## src/rtl/gpio_setclr_pkg.sv

```systemverilog
package gpio_setclr_pkg;

  // Byte offsets of the register windows.
  localparam int unsigned OFS_DIR   = 32'h00;
  localparam int unsigned OFS_MKOUT = 32'h04;
  localparam int unsigned OFS_MKIN  = 32'h08;
  localparam int unsigned OFS_LEVEL = 32'h0c;
  localparam int unsigned OFS_SET   = 32'h10;
  localparam int unsigned OFS_CLR   = 32'h14;

  typedef struct packed {
    logic dir_out;
    logic dir_in;
    logic lat_set;
    logic lat_clr;
  } wr_sel_t;

  typedef enum logic [1:0] {
    RSRC_NONE  = 2'd0,
    RSRC_DIR   = 2'd1,
    RSRC_LEVEL = 2'd2,
    RSRC_LATCH = 2'd3
  } rd_src_t;

endpackage

```

## src/rtl/gpio_reg_decode.sv

```systemverilog
module gpio_reg_decode
  import gpio_setclr_pkg::*;
#(
  parameter int ADDR_W = 6
) (
  input  logic [ADDR_W-1:0] addr,
  input  logic              wr_en,
  input  logic              rd_en,
  output wr_sel_t           wr_sel,
  output rd_src_t           rd_src
);

  localparam logic [ADDR_W-1:0] A_DIR   = ADDR_W'(OFS_DIR);
  localparam logic [ADDR_W-1:0] A_MKOUT = ADDR_W'(OFS_MKOUT);
  localparam logic [ADDR_W-1:0] A_MKIN  = ADDR_W'(OFS_MKIN);
  localparam logic [ADDR_W-1:0] A_LEVEL = ADDR_W'(OFS_LEVEL);
  localparam logic [ADDR_W-1:0] A_SET   = ADDR_W'(OFS_SET);
  localparam logic [ADDR_W-1:0] A_CLR   = ADDR_W'(OFS_CLR);

  // Only the four action windows accept writes.
  always_comb begin
    wr_sel.dir_out = wr_en && (addr == A_MKOUT);
    wr_sel.dir_in  = wr_en && (addr == A_MKIN);
    wr_sel.lat_set = wr_en && (addr == A_SET);
    wr_sel.lat_clr = wr_en && (addr == A_CLR);
  end

  // Only three windows return data; anything else reads as zero.
  always_comb begin
    rd_src = RSRC_NONE;
    if (rd_en) begin
      if (addr == A_DIR)        rd_src = RSRC_DIR;
      else if (addr == A_LEVEL) rd_src = RSRC_LEVEL;
      else if (addr == A_SET)   rd_src = RSRC_LATCH;
      else                      rd_src = RSRC_NONE;
    end
  end

endmodule

```

## src/rtl/gpio_sc_reg.sv

```systemverilog
module gpio_sc_reg #(
  parameter int W = 32
) (
  input  logic         clk,
  input  logic         rst,
  input  logic         set_en,
  input  logic         clr_en,
  input  logic [W-1:0] mask,
  output logic [W-1:0] q
);

  // Set and clear never arrive together (one address per access);
  // set is given priority so the logic stays a simple two-level mux.
  always_ff @(posedge clk) begin
    if (rst)         q <= '0;
    else if (set_en) q <= q | mask;
    else if (clr_en) q <= q & ~mask;
  end

endmodule

```

## src/rtl/gpio_in_sync.sv

```systemverilog
module gpio_in_sync #(
  parameter int W      = 32,
  parameter int STAGES = 2
) (
  input  logic         clk,
  input  logic         rst,
  input  logic [W-1:0] din,
  output logic [W-1:0] dout
);

  logic [W-1:0] stg [STAGES];

  always_ff @(posedge clk) begin
    if (rst) stg[0] <= '0;
    else     stg[0] <= din;
  end

  for (genvar i = 1; i < STAGES; i++) begin : g_stage
    always_ff @(posedge clk) begin
      if (rst) stg[i] <= '0;
      else     stg[i] <= stg[i-1];
    end
  end

  assign dout = stg[STAGES-1];

endmodule

```

## src/rtl/gpio_setclr_bank.sv

```systemverilog
module gpio_setclr_bank
  import gpio_setclr_pkg::*;
#(
  parameter int PINS        = 32,
  parameter int ADDR_W      = 6,
  parameter int SYNC_STAGES = 2
) (
  input  logic              clk,
  input  logic              rst,
  input  logic [ADDR_W-1:0] bus_addr,
  input  logic              bus_wr_en,
  input  logic [PINS-1:0]   bus_wr_data,
  input  logic              bus_rd_en,
  output logic [PINS-1:0]   bus_rd_data,
  input  logic [PINS-1:0]   pad_in,
  output logic [PINS-1:0]   pad_out,
  output logic [PINS-1:0]   pad_oe
);

  wr_sel_t         wr_sel;
  rd_src_t         rd_src;
  logic [PINS-1:0] dir_q;
  logic [PINS-1:0] lat_q;
  logic [PINS-1:0] in_sync;
  logic [PINS-1:0] level;

  gpio_reg_decode #(.ADDR_W(ADDR_W)) u_dec (
    .addr   (bus_addr),
    .wr_en  (bus_wr_en),
    .rd_en  (bus_rd_en),
    .wr_sel (wr_sel),
    .rd_src (rd_src)
  );

  gpio_sc_reg #(.W(PINS)) u_dir (
    .clk    (clk),
    .rst    (rst),
    .set_en (wr_sel.dir_out),
    .clr_en (wr_sel.dir_in),
    .mask   (bus_wr_data),
    .q      (dir_q)
  );

  gpio_sc_reg #(.W(PINS)) u_lat (
    .clk    (clk),
    .rst    (rst),
    .set_en (wr_sel.lat_set),
    .clr_en (wr_sel.lat_clr),
    .mask   (bus_wr_data),
    .q      (lat_q)
  );

  gpio_in_sync #(.W(PINS), .STAGES(SYNC_STAGES)) u_sync (
    .clk  (clk),
    .rst  (rst),
    .din  (pad_in),
    .dout (in_sync)
  );

  // Output pins report what they drive, input pins what they see.
  assign level = (dir_q & lat_q) | (~dir_q & in_sync);

  always_ff @(posedge clk) begin
    if (rst) begin
      bus_rd_data <= '0;
    end else begin
      case (rd_src)
        RSRC_DIR:   bus_rd_data <= dir_q;
        RSRC_LEVEL: bus_rd_data <= level;
        RSRC_LATCH: bus_rd_data <= lat_q;
        default:    bus_rd_data <= '0;
      endcase
    end
  end

  assign pad_oe  = dir_q;
  assign pad_out = lat_q;

endmodule

```

## config.mk

```make
export PLATFORM = sky130hd
export DESIGN_NAME = gpio_setclr_bank
export DESIGN_NICKNAME = d
export VERILOG_FILES = /design/src/rtl/gpio_setclr_pkg.sv /design/src/rtl/gpio_reg_decode.sv /design/src/rtl/gpio_sc_reg.sv /design/src/rtl/gpio_in_sync.sv /design/src/rtl/gpio_setclr_bank.sv
export SDC_FILE = /design/constraint.sdc
export NUM_CORES = 1
export LEC_CHECK = 0
export BUFFER_PORTS_ARGS = -buffer_cell sky130_fd_sc_hd__buf_4
export CAP_MARGIN = 20
export CORE_MARGIN = 5
export CORE_UTILIZATION = 53
export CTS_BUF_LIST = sky130_fd_sc_hd__clkbuf_16
export CTS_CLUSTER_DIAMETER = 120
export CTS_CLUSTER_SIZE = 40
export DETAILED_ROUTE_END_ITERATION = 8
export PLACE_DENSITY = 0.92
export SLEW_MARGIN = 0
export SYNTH_ARGS = -nofsm -noshare
export SYNTH_HDL_FRONTEND = slang
export SYNTH_HIERARCHICAL = 1
export SYNTH_SLANG_ARGS = --single-unit
```

## constraint.sdc

```tcl
create_clock -name clk -period 2 [get_ports clk]
set_input_delay 0.2 -clock clk [delete_from_list [all_inputs] [get_ports clk]]
set_output_delay 0.2 -clock clk [all_outputs]
set_load 0.01 [all_outputs]
```

* After elaboration in Yosys (flattened, before gate mapping)
Memory sizes are Yosys's and may differ from the RTL's. Index checks and enable logic that the tools add are counted.
Word-level totals: register bits after elaboration 96, bits in writable memories 64, input port bits 74, output and inout port bits 96, word-level logic and storage cells 44, memories kept 1
Cells by class: equality and inequality tests 8, mux-type cells 14, bitwise gates (word level) 11, reductions and logical operators 7
Memories:
- u_sync.stg | depth 2, bits a word 32, rd ports 2, clocked after Yosys merged registers in 0, write ports 2, line gpio_in_sync.sv:11 | logic [W-1:0] stg [STAGES];
Operators by type and width (count):
- $mux 32 | 6
- $and 32x32->32 | 4
- $or 32x32->32 | 3
- $pmux 32 s3 | 1
- $not 32->32 | 2
- $eq 6x4->1 const B | 2
- $eq 6x5->1 const B | 2
- $mux 2 | 4
- $eq 6x3->1 const B | 1
- $logic_not 6->1 | 1
- $eq 2x2->1 const B | 2
- $logic_and 1x1->1 | 4
- $reduce_bool 2->1 | 2
- $mux 1 | 3
- $eq 2x1->1 const B | 1
- $or 1x1->1 | 2

* Logic depth before layout (Yosys ltp)
Gate-level depths: netlist of run 1.
depth in word-level cells 7, mapped depth 7

* Cells and area by module
The synthesis of run 1 kept the hierarchy.
By module, submodules not included:
- gpio_sc_reg | instances 2, cells each 137, area an instance 1413.9 um^2, sequential area each 640.6 um^2
- gpio_in_sync | instances 1, cells each 135, area an instance 1918.1 um^2, sequential area each 1281.2 um^2
- gpio_setclr_bank | instances 1, cells each 176, area an instance 1871.8 um^2, sequential area each 640.6 um^2
- gpio_reg_decode | instances 1, cells each 15, area an instance 96.3 um^2, sequential area each 0.0 um^2

* Least setup slack after synthesis of run 1
OpenSTA, ideal clock, no wires.
kind input to register, from in bus_addr[1], to reg (tool-made name), library setup time 0.125 ns, arrival 1.555 ns, required time 1.875 ns, path slack 0.320 ns, stages on the path 5, buffers on the path 1, path through or4_4 nor3_1 buf_6 a21bo_1 a21oi_2
RTL lines:
- from (decl) | line gpio_setclr_bank.sv:10 | input logic [ADDR_W-1:0] bus_addr,

* Worst setup path after layout of run 1
from in bus_addr[1], to reg bus_rd_data[26]
On the way: cells in the longest elaborated chain, start to end 7, elaborated cells between the ends (all ways) 11, those cells by class eq/ne (5); mux (5); reduce/logical (1)
RTL lines:
- $eq 6x5->1 | line gpio_reg_decode.sv:34 | else if (addr == A_SET) rd_src = RSRC_LATCH;
- $mux 2 | line gpio_reg_decode.sv:34
- $mux 2 | line gpio_reg_decode.sv:33 | else if (addr == A_LEVEL) rd_src = RSRC_LEVEL;
- $mux 2 (*) | line gpio_reg_decode.sv:32 | if (addr == A_DIR) rd_src = RSRC_DIR;
- $mux 2 (*) | line gpio_reg_decode.sv:31 | if (rd_en) begin
- via rd_src[1] | line gpio_setclr_bank.sv:21 | rd_src_t rd_src;
- $eq 2x2->1 or $eq 2x1->1 (tied branches) | line gpio_setclr_bank.sv:67 | case (rd_src)
- $pmux 32 s3 (*) | line gpio_setclr_bank.sv:67
- to (signal assigned) | line gpio_setclr_bank.sv:68 | RSRC_DIR: bus_rd_data <= dir_q;
- to (signal assigned) | line gpio_setclr_bank.sv:69 | RSRC_LEVEL: bus_rd_data <= level;
- to (signal assigned) | line gpio_setclr_bank.sv:70 | RSRC_LATCH: bus_rd_data <= lat_q;
- to (decl) | line gpio_setclr_bank.sv:14 | output logic [PINS-1:0] bus_rd_data,
Mark *: on every way through the listed nets, which the timed path passes. The rest lies on a longest branch. A chain may end at the register's enable or synchronous reset.

==> flow_summary.rst, run 1 <==
.. list-table::
   :header-rows: 1

   * - Metric
     - Value
   * - DR vias
     - 5264
   * - Register bit count reported by yosys
     - 160
   * - Portion of the clock cycle consumed by the worst path in the final layout
     - 0.708
   * - Final global-route overflow total
     - 0
   * - Leak Pwr
     - 3.50 nW
   * - Number of nets at the end of the flow
     - 867
   * - Result of the run
     - complete, no violations
   * - Final Hold Vio Count
     - 0
   * - Leading cell types by total area after synthesis
     - dfxtp_1 48%, a21bo_1 8.3%, nor2b_2 7.8%
   * - Final setup violation count
     - 0
   * - Post-DRT Antenna Nets
     - 0
   * - Detail Placement HPWL
     - 11500 um
   * - Tot Pwr
     - 6.75 mW
   * - Pin count of the biggest net entering global routing
     - 54
   * - Post-synthesis cell type with the largest combined area
     - dfxtp_1
   * - Final wirelength
     - 18300 um
   * - Average via count per standard cell
     - 5.38
   * - Type of destination of the critical path
     - flop
   * - Power Density
     - 754 nW/um^2
   * - Sequential-to-total area share from yosys stat
     - 0.477
   * - Worst Tran Pin Value
     - 388 ps
   * - Post-synthesis area per instance
     - 11.2 sq um
   * - Area of the die
     - 15000 sq um
   * - FF-to-FF setup slack
     - 1050 ps
   * - Top flip-flop cell by instance count after synthesis
     - dfxtp_1
   * - Total number of placement rows
     - 41
   * - Number of search-and-repair iterations in the first detailed-routing pass
     - 4
   * - First-pass GRT wire length
     - 28400 um
   * - Chip height
     - 123 um
   * - Maximum vdd drop
     - 0.592 mV
   * - Multiplexer share of the synthesized area
     - 0.0477
   * - Post-synthesis adder-cell area fraction
     - 0
   * - Pre-CTS setup slack
     - 155 ps
   * - Cell Chain, Critical Path
     - buf_4, or4b_1, a21oi_4, buf_12, mux2i_1, o22ai_1
   * - Leading cell type in the layout, fill and taps excluded
     - buf_4
   * - P&R area growth vs syn
     - 33.2%
   * - Fraction of the mapped netlist area in simple logic gates
     - 0.191
   * - Final std cell area, no fill
     - 8940 sq um
   * - Class of the most critical setup path
     - input port to flop
   * - Core region area
     - 12500 sq um
   * - Skew-Pair Late Insertion Delay
     - 420 ps
   * - Library cells used by synthesis
     - 28
   * - Ant diodes
     - 0
   * - TritonCTS clock tree
     - built
   * - Top layer used by detailed routing
     - met4
   * - Share of final-layout standard cells stronger than drive strength 1
     - 0.463
   * - # fillers
     - 855
   * - Crit path largest cell delay
     - 560 ps
   * - Number of setup buffers added after CTS
     - 0
   * - Sum Neg Setup Slack
     - 0 ps
   * - Final worst clock skew
     - 8.69 ps
   * - Data arrival time at the worst-slack endpoint
     - 1710 ps
   * - Effective utilization at floorplan
     - 0.536
   * - Horizontal die dimension
     - 123 um
   * - Clock buffer count from CTS
     - 17
   * - Number of synthesized flops with an enable pin
     - 0
   * - Final weighted congestion in routability-driven placement
     - 0.821
   * - Count of warnings emitted by yosys
     - 6
   * - Post-Synth XOR/XNOR Area
     - 0
   * - Initial drt markers
     - 347
   * - Peak clock frequency supported by timing
     - 0.706 GHz
   * - Gate count of the mapped netlist
     - 600
   * - Largest fanout of any net on the critical path
     - 17
   * - Nature of the critical path startpoint
     - input port
   * - Clock-pin transition on the worst setup and hold timing paths
     - 60 ps
   * - All-Layer GR Usage
     - 0.246
   * - Critical Path RT
     - 2290 ps
   * - # IOs
     - 170
   * - Root buf cell
     - clkbuf_16
   * - Number of global-route vias before repair
     - 5659
   * - Max Cap Violations
     - 0
   * - Met3 Routed Length
     - 943 um
   * - H-tree lvl count
     - 4
   * - Clock Sink Count
     - 160
   * - Net count after synthesis
     - 674
   * - Buffer depth of the longest clock path
     - 2
   * - Routed length per instance
     - 18.7 um
   * - Area share of the leading cell type in the synthesized netlist
     - 0.477
   * - Setup slack of the critical path after layout
     - 583 ps
   * - Met2 Routed Length
     - 9550 um
   * - Commonest non-fill, non-tap cells in the layout
     - 173 x buf_4, 160 x dfxtp_1, 65 x nand2_1
   * - Class of the tightest hold or removal check
     - input port to flop
   * - Count of pins over their slew limit
     - 0
   * - Wire length the detailed router placed on met1
     - 7090 um
   * - Post-synth ARST share
     - 0
   * - Antenna violations before repair
     - 0
   * - Min Tclk post-route
     - 1420 ps
   * - DRC errors left
     - 0
   * - Max-Slew Margin vs Limit
     - 0.741
   * - Summed instance area of the synthesized netlist
     - 6710 sq um
   * - # port buffers
     - 169
   * - Slowest cell on the critical path
     - or4b_1
   * - RSZ-0062 raised after global routing
     - false
   * - Synth Area in Compound Gates
     - 0.232
   * - Largest family of logic cells by synthesized area
     - compound AO/OA/AOI/OAI gates
   * - Total placed instance area
     - 8090 sq um
-- final timing paths --
kind	from	to	cells past startpoint
min	pad_in[10]	u_sync/stg[0][10]$_SDFF_PP0_	2
max reg2reg	flop	bus_rd_data[17]$_SDFF_PP0_	3
max	bus_addr[1]	bus_rd_data[26]$_SDFF_PP0_	6
min reg2reg	u_sync/stg[0][29]$_SDFF_PP0_	u_sync/stg[1][29]$_SDFF_PP0_	1
-- metrics by stage --
| stage | hold slack (ps) | util | cells |
|---|---|---|---|
| floorplan | 262 | - | 600 |
| global placement | 410 | 0.647 | 916 |
| detailed placement | 416 | 0.647 | 916 |
| CTS | 7.41 | 0.715 | 978 |
| global route | 14.8 | 0.715 | 978 |
| finish | 17.0 | 0.715 | 978 |
-- area by class of cell --
| cell class | instances | area (sq um) | share of cell area |
|---|---|---|---|
| flip-flops and latches | 160 | 3200 | 0.358 |
| multi-input cells | 400 | 3180 | 0.356 |
| repair buffers | 213 | 1790 | 0.200 |
| clock buffers | 17 | 425 | 0.0476 |
| well taps | 172 | 215 | 0.0241 |
| clock inverters | 15 | 126 | 0.0141 |
| inverters | 1 | 3.75 | 0.000420 |
-- synthesized netlist by cell type (4+ instances only) --
cell type,number
a21bo_1,56
a21bo_2,8
a21oi_1,39
a21oi_2,58
buf_2,18
buf_6,13
dfxtp_1,160
mux2i_1,32
nand2_1,65
nor2b_1,4
nor2b_2,60
nor3b_2,30
o22ai_1,30
-- worst max-delay path, delay by kind of cell --
family	cells	cell delay [ps]
AOI/OAI and AO/OA	2	380
buffers and inverters	2	340
muxes	1	220
and+or+nand+nor	1	560
-- repair_timing --
| item | CTS | global route |
|---|---|---|
| setup endpoints to repair | 0 | 0 |
| gates resized for setup | 0 | 0 |
| hold buffers | 30 | 0 |
| endpoints found under the hold margin | 30 | 0 |
-- metal layers --
metal / up-vias / global-route usage
met4: 0 / 0.146
met3: 53 / 0.0525
met2: 191 / 0.449
met1: 2534 / 0.258
met5: - / 0
li1: 2486 / -
-- power breakdown --
| group | switching, mW | internal [mW] |
|---|---|---|
| Sequential | 0.0209 | 3.25 |
| Combinational | 0.191 | 0.239 |
| Clock | 1.24 | 1.80 |
| Total | 1.46 | 5.29 |
-- kinds of logic after synthesis --
group,after synthesis
AO/OA/AOI/OAI,193
buffers and inverters,40
AND/OR/NAND/NOR,175
multiplexers,32
flip-flops,160
Note: power is estimated with default switching activity, not from simulation.
==> run 2, diff against run 1 <==
--- a/config.mk
+++ b/config.mk
@@ -8,12 +8,12 @@
 export BUFFER_PORTS_ARGS = -buffer_cell sky130_fd_sc_hd__buf_4
 export CAP_MARGIN = 20
 export CORE_MARGIN = 5
-export CORE_UTILIZATION = 53
+export CORE_UTILIZATION = 48
 export CTS_BUF_LIST = sky130_fd_sc_hd__clkbuf_16
 export CTS_CLUSTER_DIAMETER = 120
 export CTS_CLUSTER_SIZE = 40
 export DETAILED_ROUTE_END_ITERATION = 8
-export PLACE_DENSITY = 0.92
+export PLACE_DENSITY = 0.88
 export SLEW_MARGIN = 0
 export SYNTH_ARGS = -nofsm -noshare
 export SYNTH_HDL_FRONTEND = slang
==> constraint.sdc (replaced) <==
create_clock -name clk -period 1.3 [get_ports clk]
set_input_delay 0.13 -clock clk [delete_from_list [all_inputs] [get_ports clk]]
set_output_delay 0.13 -clock clk [all_outputs]
set_load 0.01 [all_outputs]
==> run 2 against run 1 <==
Against the previous run:
- the run now ends with setup timing left
- clock skew is 4.2 ps lower
- sequential cell count stayed put
- total power up 53%
- critical endpoint is now bus_rd_data[2]$_SDFF_PP0_
- sequential power rose by 54%
- setup slack got worse by 610 ps
- clock-buffer cell count unchanged
- via count rose by 4.4%
- register-to-register slack worse by 740 ps
==> flow_summary.rst, run 2 (synthesized netlist as in run 1, its figures left out) <==
.. list-table::
   :header-rows: 1

   * - Metric
     - Value
   * - Result of the run
     - finished, violations left
   * - Failing checks
     - setup timing
   * - # port buffers
     - 169 (unchanged)
   * - Chip height
     - 128 um (+4.7%)
   * - Critical Path RT
     - 1600 ps (-690 ps)
   * - Tot Pwr
     - 10.4 mW (+53%)
   * - Skew-Pair Late Insertion Delay
     - 420 ps (about the same)
   * - Peak clock frequency supported by timing
     - 0.755 GHz
   * - Horizontal die dimension
     - 128 um (+4.7%)
   * - Final setup violation count
     - 8 (+8)
   * - Antenna violations before repair
     - 1 (+1)
   * - Clock Sink Count
     - 160 (unchanged)
   * - Share of final-layout standard cells stronger than drive strength 1
     - 0.469 (+0.00604)
   * - Max-Slew Margin vs Limit
     - 0.639 (-0.103)
   * - Total number of placement rows
     - 43 (+4.9%)
   * - Clock buffer count from CTS
     - 17 (unchanged)
   * - Type of destination of the critical path
     - flop
   * - Final Hold Vio Count
     - 0 (unchanged)
   * - Storage cell area
     - 3200 sq um (unchanged)
   * - Final std cell area, no fill
     - 9740 sq um (+8.9%)
   * - Total placed instance area
     - 8350 sq um (+3.1%)
   * - Final weighted congestion in routability-driven placement
     - 0.748 (-8.8%)
   * - Largest fanout of any net on the critical path
     - 8 (-9)
   * - TritonCTS clock tree
     - built
   * - Commonest non-fill, non-tap cells in the layout
     - 180 x buf_4, 160 x dfxtp_1, 65 x nand2_1
   * - Routed length per instance
     - 18.3 um (-2.4%)
   * - Average via count per standard cell
     - 5.25 (-2.5%)
   * - Number of nets at the end of the flow
     - 927 (+6.9%)
   * - Class of the tightest hold or removal check
     - input port to flop
   * - Multi-input gate area in the final layout
     - 3230 sq um (+1.7%)
   * - Final Hold Slack
     - 187 ps (+170 ps)
   * - DR vias
     - 5497 (+4.4%)
   * - Data arrival time at the worst-slack endpoint
     - 1620 ps (-90 ps)
   * - Effective utilization at floorplan
     - 0.487 (-0.0489)
   * - Min Tclk post-route
     - 1320 ps
   * - # IOs
     - 170 (unchanged)
   * - Buffer depth of the longest clock path
     - 2 (unchanged)
   * - Clock-pin transition on the worst setup and hold timing paths
     - 60 ps (about the same)
   * - Number of search-and-repair iterations in the first detailed-routing pass
     - 4 (unchanged)
   * - Number of global-route vias before repair
     - 5579 (-1.4%)
   * - Area of the die
     - 16500 sq um (+9.6%)
   * - Instance count after placement with tap cells included
     - 939 (+2.5%)
   * - DRC errors left
     - 0 (unchanged)
   * - Final wirelength
     - 19100 um (+4.5%)
   * - Final std cells w/o fill
     - 1047 (+7.1%)
   * - Core region area
     - 13800 sq um (+10%)
   * - Setup slack of the critical path after layout
     - -25.0 ps (-608 ps)
   * - Initial drt markers
     - 410 (+18%)
   * - Portion of the clock cycle consumed by the worst path in the final layout
     - 1.02
   * - Final worst clock skew
     - 4.47 ps (-4.22 ps)
   * - RSZ-0062 raised after global routing
     - true
   * - # fillers
     - 924 (+8.1%)
   * - Post-DRT Antenna Nets
     - 0 (unchanged)
   * - Nature of the critical path startpoint
     - input port
   * - Max Cap Violations
     - 0 (unchanged)
   * - Detail Placement HPWL
     - 11300 um (-1.9%)
   * - H-tree lvl count
     - 4 (unchanged)
   * - Root buf cell
     - clkbuf_16
   * - Class of the most critical setup path
     - input port to flop
   * - Maximum vdd drop
     - 0.844 mV (+43%)
   * - Crit path from
     - bus_addr[0]
   * - All-Layer GR Usage
     - 0.227 (-0.0188)
   * - Final global-route overflow total
     - 0 (unchanged)
   * - First-pass GRT wire length
     - 29300 um (+3.0%)
   * - Leak Pwr
     - 3.86 nW (+10%)
   * - Leading cell type in the layout, fill and taps excluded
     - buf_4
   * - Count of pins over their slew limit
     - 0 (unchanged)
   * - Worst Tran Pin Value
     - 542 ps (+154 ps)
   * - Pin count of the biggest net entering global routing
     - 82 (+52%)
   * - Power Density
     - 1060 nW/um^2 (+41%)
   * - P&R area growth vs syn
     - 45.1%
   * - Critical hold path startpoint
     - rst
   * - Sum Neg Setup Slack
     - -79.8 ps (-79.8 ps)
==> run 2: cell types whose count changed in the layout (fill, tap and decap cells not counted), moves of 3 or more <==
cell,previous run,this run
dlygate4sd3_1,30,64
buf_12,9,19
buf_4,173,180
buf_6,1,6
clkbuf_16,17,21
clkinv_1,5,2
inv_1,1,4
==> run 2: final cells by class <==
type | count | share of cell area
multi-input combinational | 400 | 0.332
tap | 180 | 0.0231
clock inverter | 15 | 0.0109
clock buffer | 17 | 0.0437
antenna | 1 | 0.000257
inverter | 1 | 0.000385
timing repair buffer | 273 | 0.261
sequential | 160 | 0.329
==> run 2: repair_timing <==
action / in CTS / in global routing
endpoints found under the hold margin: 95 / 0
setup endpoints to repair: 1 / 22
cloned: 0 / 4
pin swaps: 0 / 5
gates resized for setup: 1 / 14
hold buffers: 64 / 0
buffers inserted: 1 / 6
==> run 2: path summary, 6_finish.rpt <==
check	endpoint	slack [ps]	cells past startpoint
max	bus_rd_data[2]$_SDFF_PP0_	-20	7
min	flop	190	3
max reg2reg	bus_rd_data[2]$_SDFF_PP0_	310	3
min reg2reg	u_sync/stg[1][24]$_SDFF_PP0_	430	1
==> run 2: critical path: stages <==
cell,delay (ps)
buf_4,120
or4b_4,520
a21oi_4,190
buf_12,170
buf_12,150
mux2i_4,230
o22ai_2,110
==> run 2: per-stage QoR <==
stage,util,setup slack (ps)
after floorplan,-,-162
after global placement,0.606,-409
after detailed placement,0.606,-463
after CTS,0.692,22.1
after global routing,0.707,-38.9
final,0.707,-25.0
==> run 2: metal layers <==
metal  track usage  vias to the layer above  share of wire
met2         0.375                      217           0.51
met1         0.279                     2641           0.40
li1              -                     2606              -
met5             0                        -              0
met3        0.0679                       33          0.070
met4        0.0843                        0          0.021
==> run 2: power by group <==
| part | switching (mW) | leakage, nW | internal [mW] | total [mW] |
|---|---|---|---|---|
| Clock | 1.95 | 0.259 | 2.58 | 4.52 |
| Sequential | 0.0310 | 1.30 | 5.00 | 5.04 |
| Combinational | 0.331 | 2.30 | 0.468 | 0.799 |
==> run 3, diff against run 2 <==
--- a/config.mk
+++ b/config.mk
@@ -7,6 +7,7 @@
 export LEC_CHECK = 0
 export BUFFER_PORTS_ARGS = -buffer_cell sky130_fd_sc_hd__buf_4
 export CAP_MARGIN = 20
+export CORE_ASPECT_RATIO = 0.5
 export CORE_MARGIN = 5
 export CORE_UTILIZATION = 48
 export CTS_BUF_LIST = sky130_fd_sc_hd__clkbuf_16
==> run 3 against run 2 <==
Against the previous run:
- the run still ends with setup timing left
- clock skew rose by 1.7 ps
- utilization fell by 1.2 points
- wire length rose by 3.4%
- critical path depth did not move
- via count rose by 0.55%
- final area fell by 2.8%
- clock-buffer cell count did not move
- register-to-register slack improved by 30 ps
- critical path type unchanged
- largest power group unchanged
- highest routed layer unchanged
==> flow_summary.rst, run 3 (synthesized netlist as in run 1, its figures left out) <==
.. list-table::
   :header-rows: 1

   * - Metric
     - Value
   * - H-tree lvl count
     - 4 (unchanged)
   * - Core region area
     - 13600 sq um (-1.1%)
   * - Failing checks
     - setup timing
   * - Critical Path RT
     - 1570 ps (-30 ps)
   * - Nature of the critical path startpoint
     - input port
   * - Horizontal die dimension
     - 177 um (+38%)
   * - Largest fanout of any net on the critical path
     - 6 (-2)
   * - # IOs
     - 170 (unchanged)
   * - Leading cell type in the layout, fill and taps excluded
     - buf_4
   * - Number of global-route vias before repair
     - 5641 (+1.1%)
   * - Total number of placement rows
     - 30 (-30%)
   * - Max-Slew Margin vs Limit
     - 0.674 (+0.0356)
   * - Maximum vdd drop
     - 0.718 mV (-15%)
   * - Worst Tran Pin Value
     - 489 ps (-53.4 ps)
   * - Post-DRT Antenna Nets
     - 0 (unchanged)
   * - Final wirelength
     - 19800 um (+3.4%)
   * - Data arrival time at the worst-slack endpoint
     - 1640 ps (+20 ps)
   * - Final setup violation count
     - 30 (+22)
   * - Number of nets at the end of the flow
     - 905 (-2.4%)
   * - Share of final-layout standard cells stronger than drive strength 1
     - 0.479 (+0.00985)
   * - Critical hold path startpoint
     - bus_wr_data[12]
   * - Fraction of the core area covered by cells at the end of the flow
     - 0.695 (-0.0124)
   * - Final worst clock skew
     - 6.21 ps (+1.74 ps)
   * - First-pass GRT wire length
     - 28800 um (-1.6%)
   * - Number of search-and-repair iterations in the first detailed-routing pass
     - 4 (unchanged)
   * - # fillers
     - 966 (+4.5%)
   * - Result of the run
     - finished, violations left
   * - DRC errors left
     - 0 (unchanged)
   * - Area of the die
     - 16600 sq um (+0.87%)
   * - All-Layer GR Usage
     - 0.217 (-0.00986)
   * - Setup slack of the critical path after layout
     - -62.2 ps (-37.2 ps)
   * - Sum Neg Setup Slack
     - -849 ps (-769 ps)
   * - Average via count per standard cell
     - 5.33 (+1.6%)
   * - Crit path from
     - bus_addr[0]
   * - DR vias
     - 5527 (+0.55%)
   * - Final global-route overflow total
     - 0 (unchanged)
   * - Detail Placement HPWL
     - 11500 um (+2.1%)
   * - Count of pins over their slew limit
     - 0 (unchanged)
   * - Final Hold Slack
     - 21.0 ps (-166 ps)
   * - Class of the most critical setup path
     - input port to flop
   * - Chip height
     - 93.6 um (-27%)
   * - Class of the tightest hold or removal check
     - input port to flop
   * - Tot Pwr
     - 10.4 mW (about the same)
   * - Initial drt markers
     - 312 (-24%)
   * - Pin count of the biggest net entering global routing
     - 43 (-48%)
   * - Multi-input gate area in the final layout
     - 3260 sq um (+0.70%)
   * - Max Cap Violations
     - 0 (unchanged)
   * - # port buffers
     - 169 (unchanged)
   * - Ant diodes
     - 0 (-1)
   * - Commonest non-fill, non-tap cells in the layout
     - 180 x buf_4, 160 x dfxtp_1, 65 x nand2_1
   * - P&R area growth vs syn
     - 41.0%
   * - Power Density
     - 1090 nW/um^2 (+3.0%)
   * - RSZ-0062 raised after global routing
     - true
   * - Storage cell area
     - 3200 sq um (unchanged)
   * - Clock buffer count from CTS
     - 17 (unchanged)
   * - TritonCTS clock tree
     - built
   * - Final std cells w/o fill
     - 1036 (-1.1%)
   * - Peak clock frequency supported by timing
     - 0.734 GHz (-2.7%)
   * - Antenna violations before repair
     - 0 (-1)
   * - Min Tclk post-route
     - 1360 ps (+37.2 ps)
   * - Final weighted congestion in routability-driven placement
     - 0.782 (+4.5%)
   * - Clock-pin transition on the worst setup and hold timing paths
     - 70 ps (about the same)
   * - Instance count after placement with tap cells included
     - 947 (+0.85%)
   * - Root buf cell
     - clkbuf_16
   * - Routed length per instance
     - 19.1 um (+4.5%)
   * - Final Hold Vio Count
     - 0 (unchanged)
   * - Skew-Pair Late Insertion Delay
     - 410 ps (about the same)
   * - Leak Pwr
     - 3.73 nW (-3.4%)
   * - Portion of the clock cycle consumed by the worst path in the final layout
     - 1.05 (+0.0286)
   * - Clock Sink Count
     - 160 (unchanged)
   * - Type of destination of the critical path
     - flop
   * - Effective utilization at floorplan
     - 0.493 (+0.00528)
   * - Buffer depth of the longest clock path
     - 2 (unchanged)
[run 3: path summary, 6_finish.rpt]
| path | end | slack, ps | cells after the start |
|---|---|---|---|
| setup / recovery | bus_rd_data[6]$_SDFF_PP0_ | -60 | 7 |
| hold / removal | flop | 20 | 3 |
| setup reg to reg | bus_rd_data[6]$_SDFF_PP0_ | 340 | 3 |
| hold reg to reg | u_sync/stg[1][19]$_SDFF_PP0_ | 440 | 1 |
[run 3: final cells by class]
class,count,share of cell area
multi-input cells,400,0.344
flip-flops and latches,160,0.338
repair buffers,251,0.235
clock buffers,17,0.0449
well taps,192,0.0254
clock inverters,15,0.0119
inverters,1,0.000396
[run 3: per-layer routing]
layer | track usage | share of wire
met5 | 0 | 0
met4 | 0.0952 | 0.029
met3 | 0.0359 | 0.038
met2 | 0.395 | 0.52
met1 | 0.253 | 0.41
[run 3: worst max-delay path, stage by stage]
cell and delay (ps):
buf_6 90, or4b_4 550, a21oi_4 260, buf_12 150
clkbuf_16 160, mux2i_1 190, o22ai_1 90
[run 3: per-stage QoR]
stage,setup WS [ps],cell area (sq um)
after global routing,-92.2,9470
after CTS,7.04,9260
final,-62.2,9470
after floorplan,-162,6760
after global placement,-407,8210
after detailed placement,-445,8210
[run 3: timing repair]
item	in CTS	in global routing
hold buffers	50	0
setup buffers	0	2
resized for setup	1	19
setup endpoints to repair	24	37
endpoints found under the hold margin	53	0
cloned	0	5
pin swaps	0	8
[run 3: report_power, final]
group / total, mW / leakage (nW) / switching (mW) / internal, mW
registers: 5.03 / 1.30 / 0.0326 / 5.00
logic: 0.754 / 2.17 / 0.320 / 0.434
clock network: 4.58 / 0.257 / 2.11 / 2.47
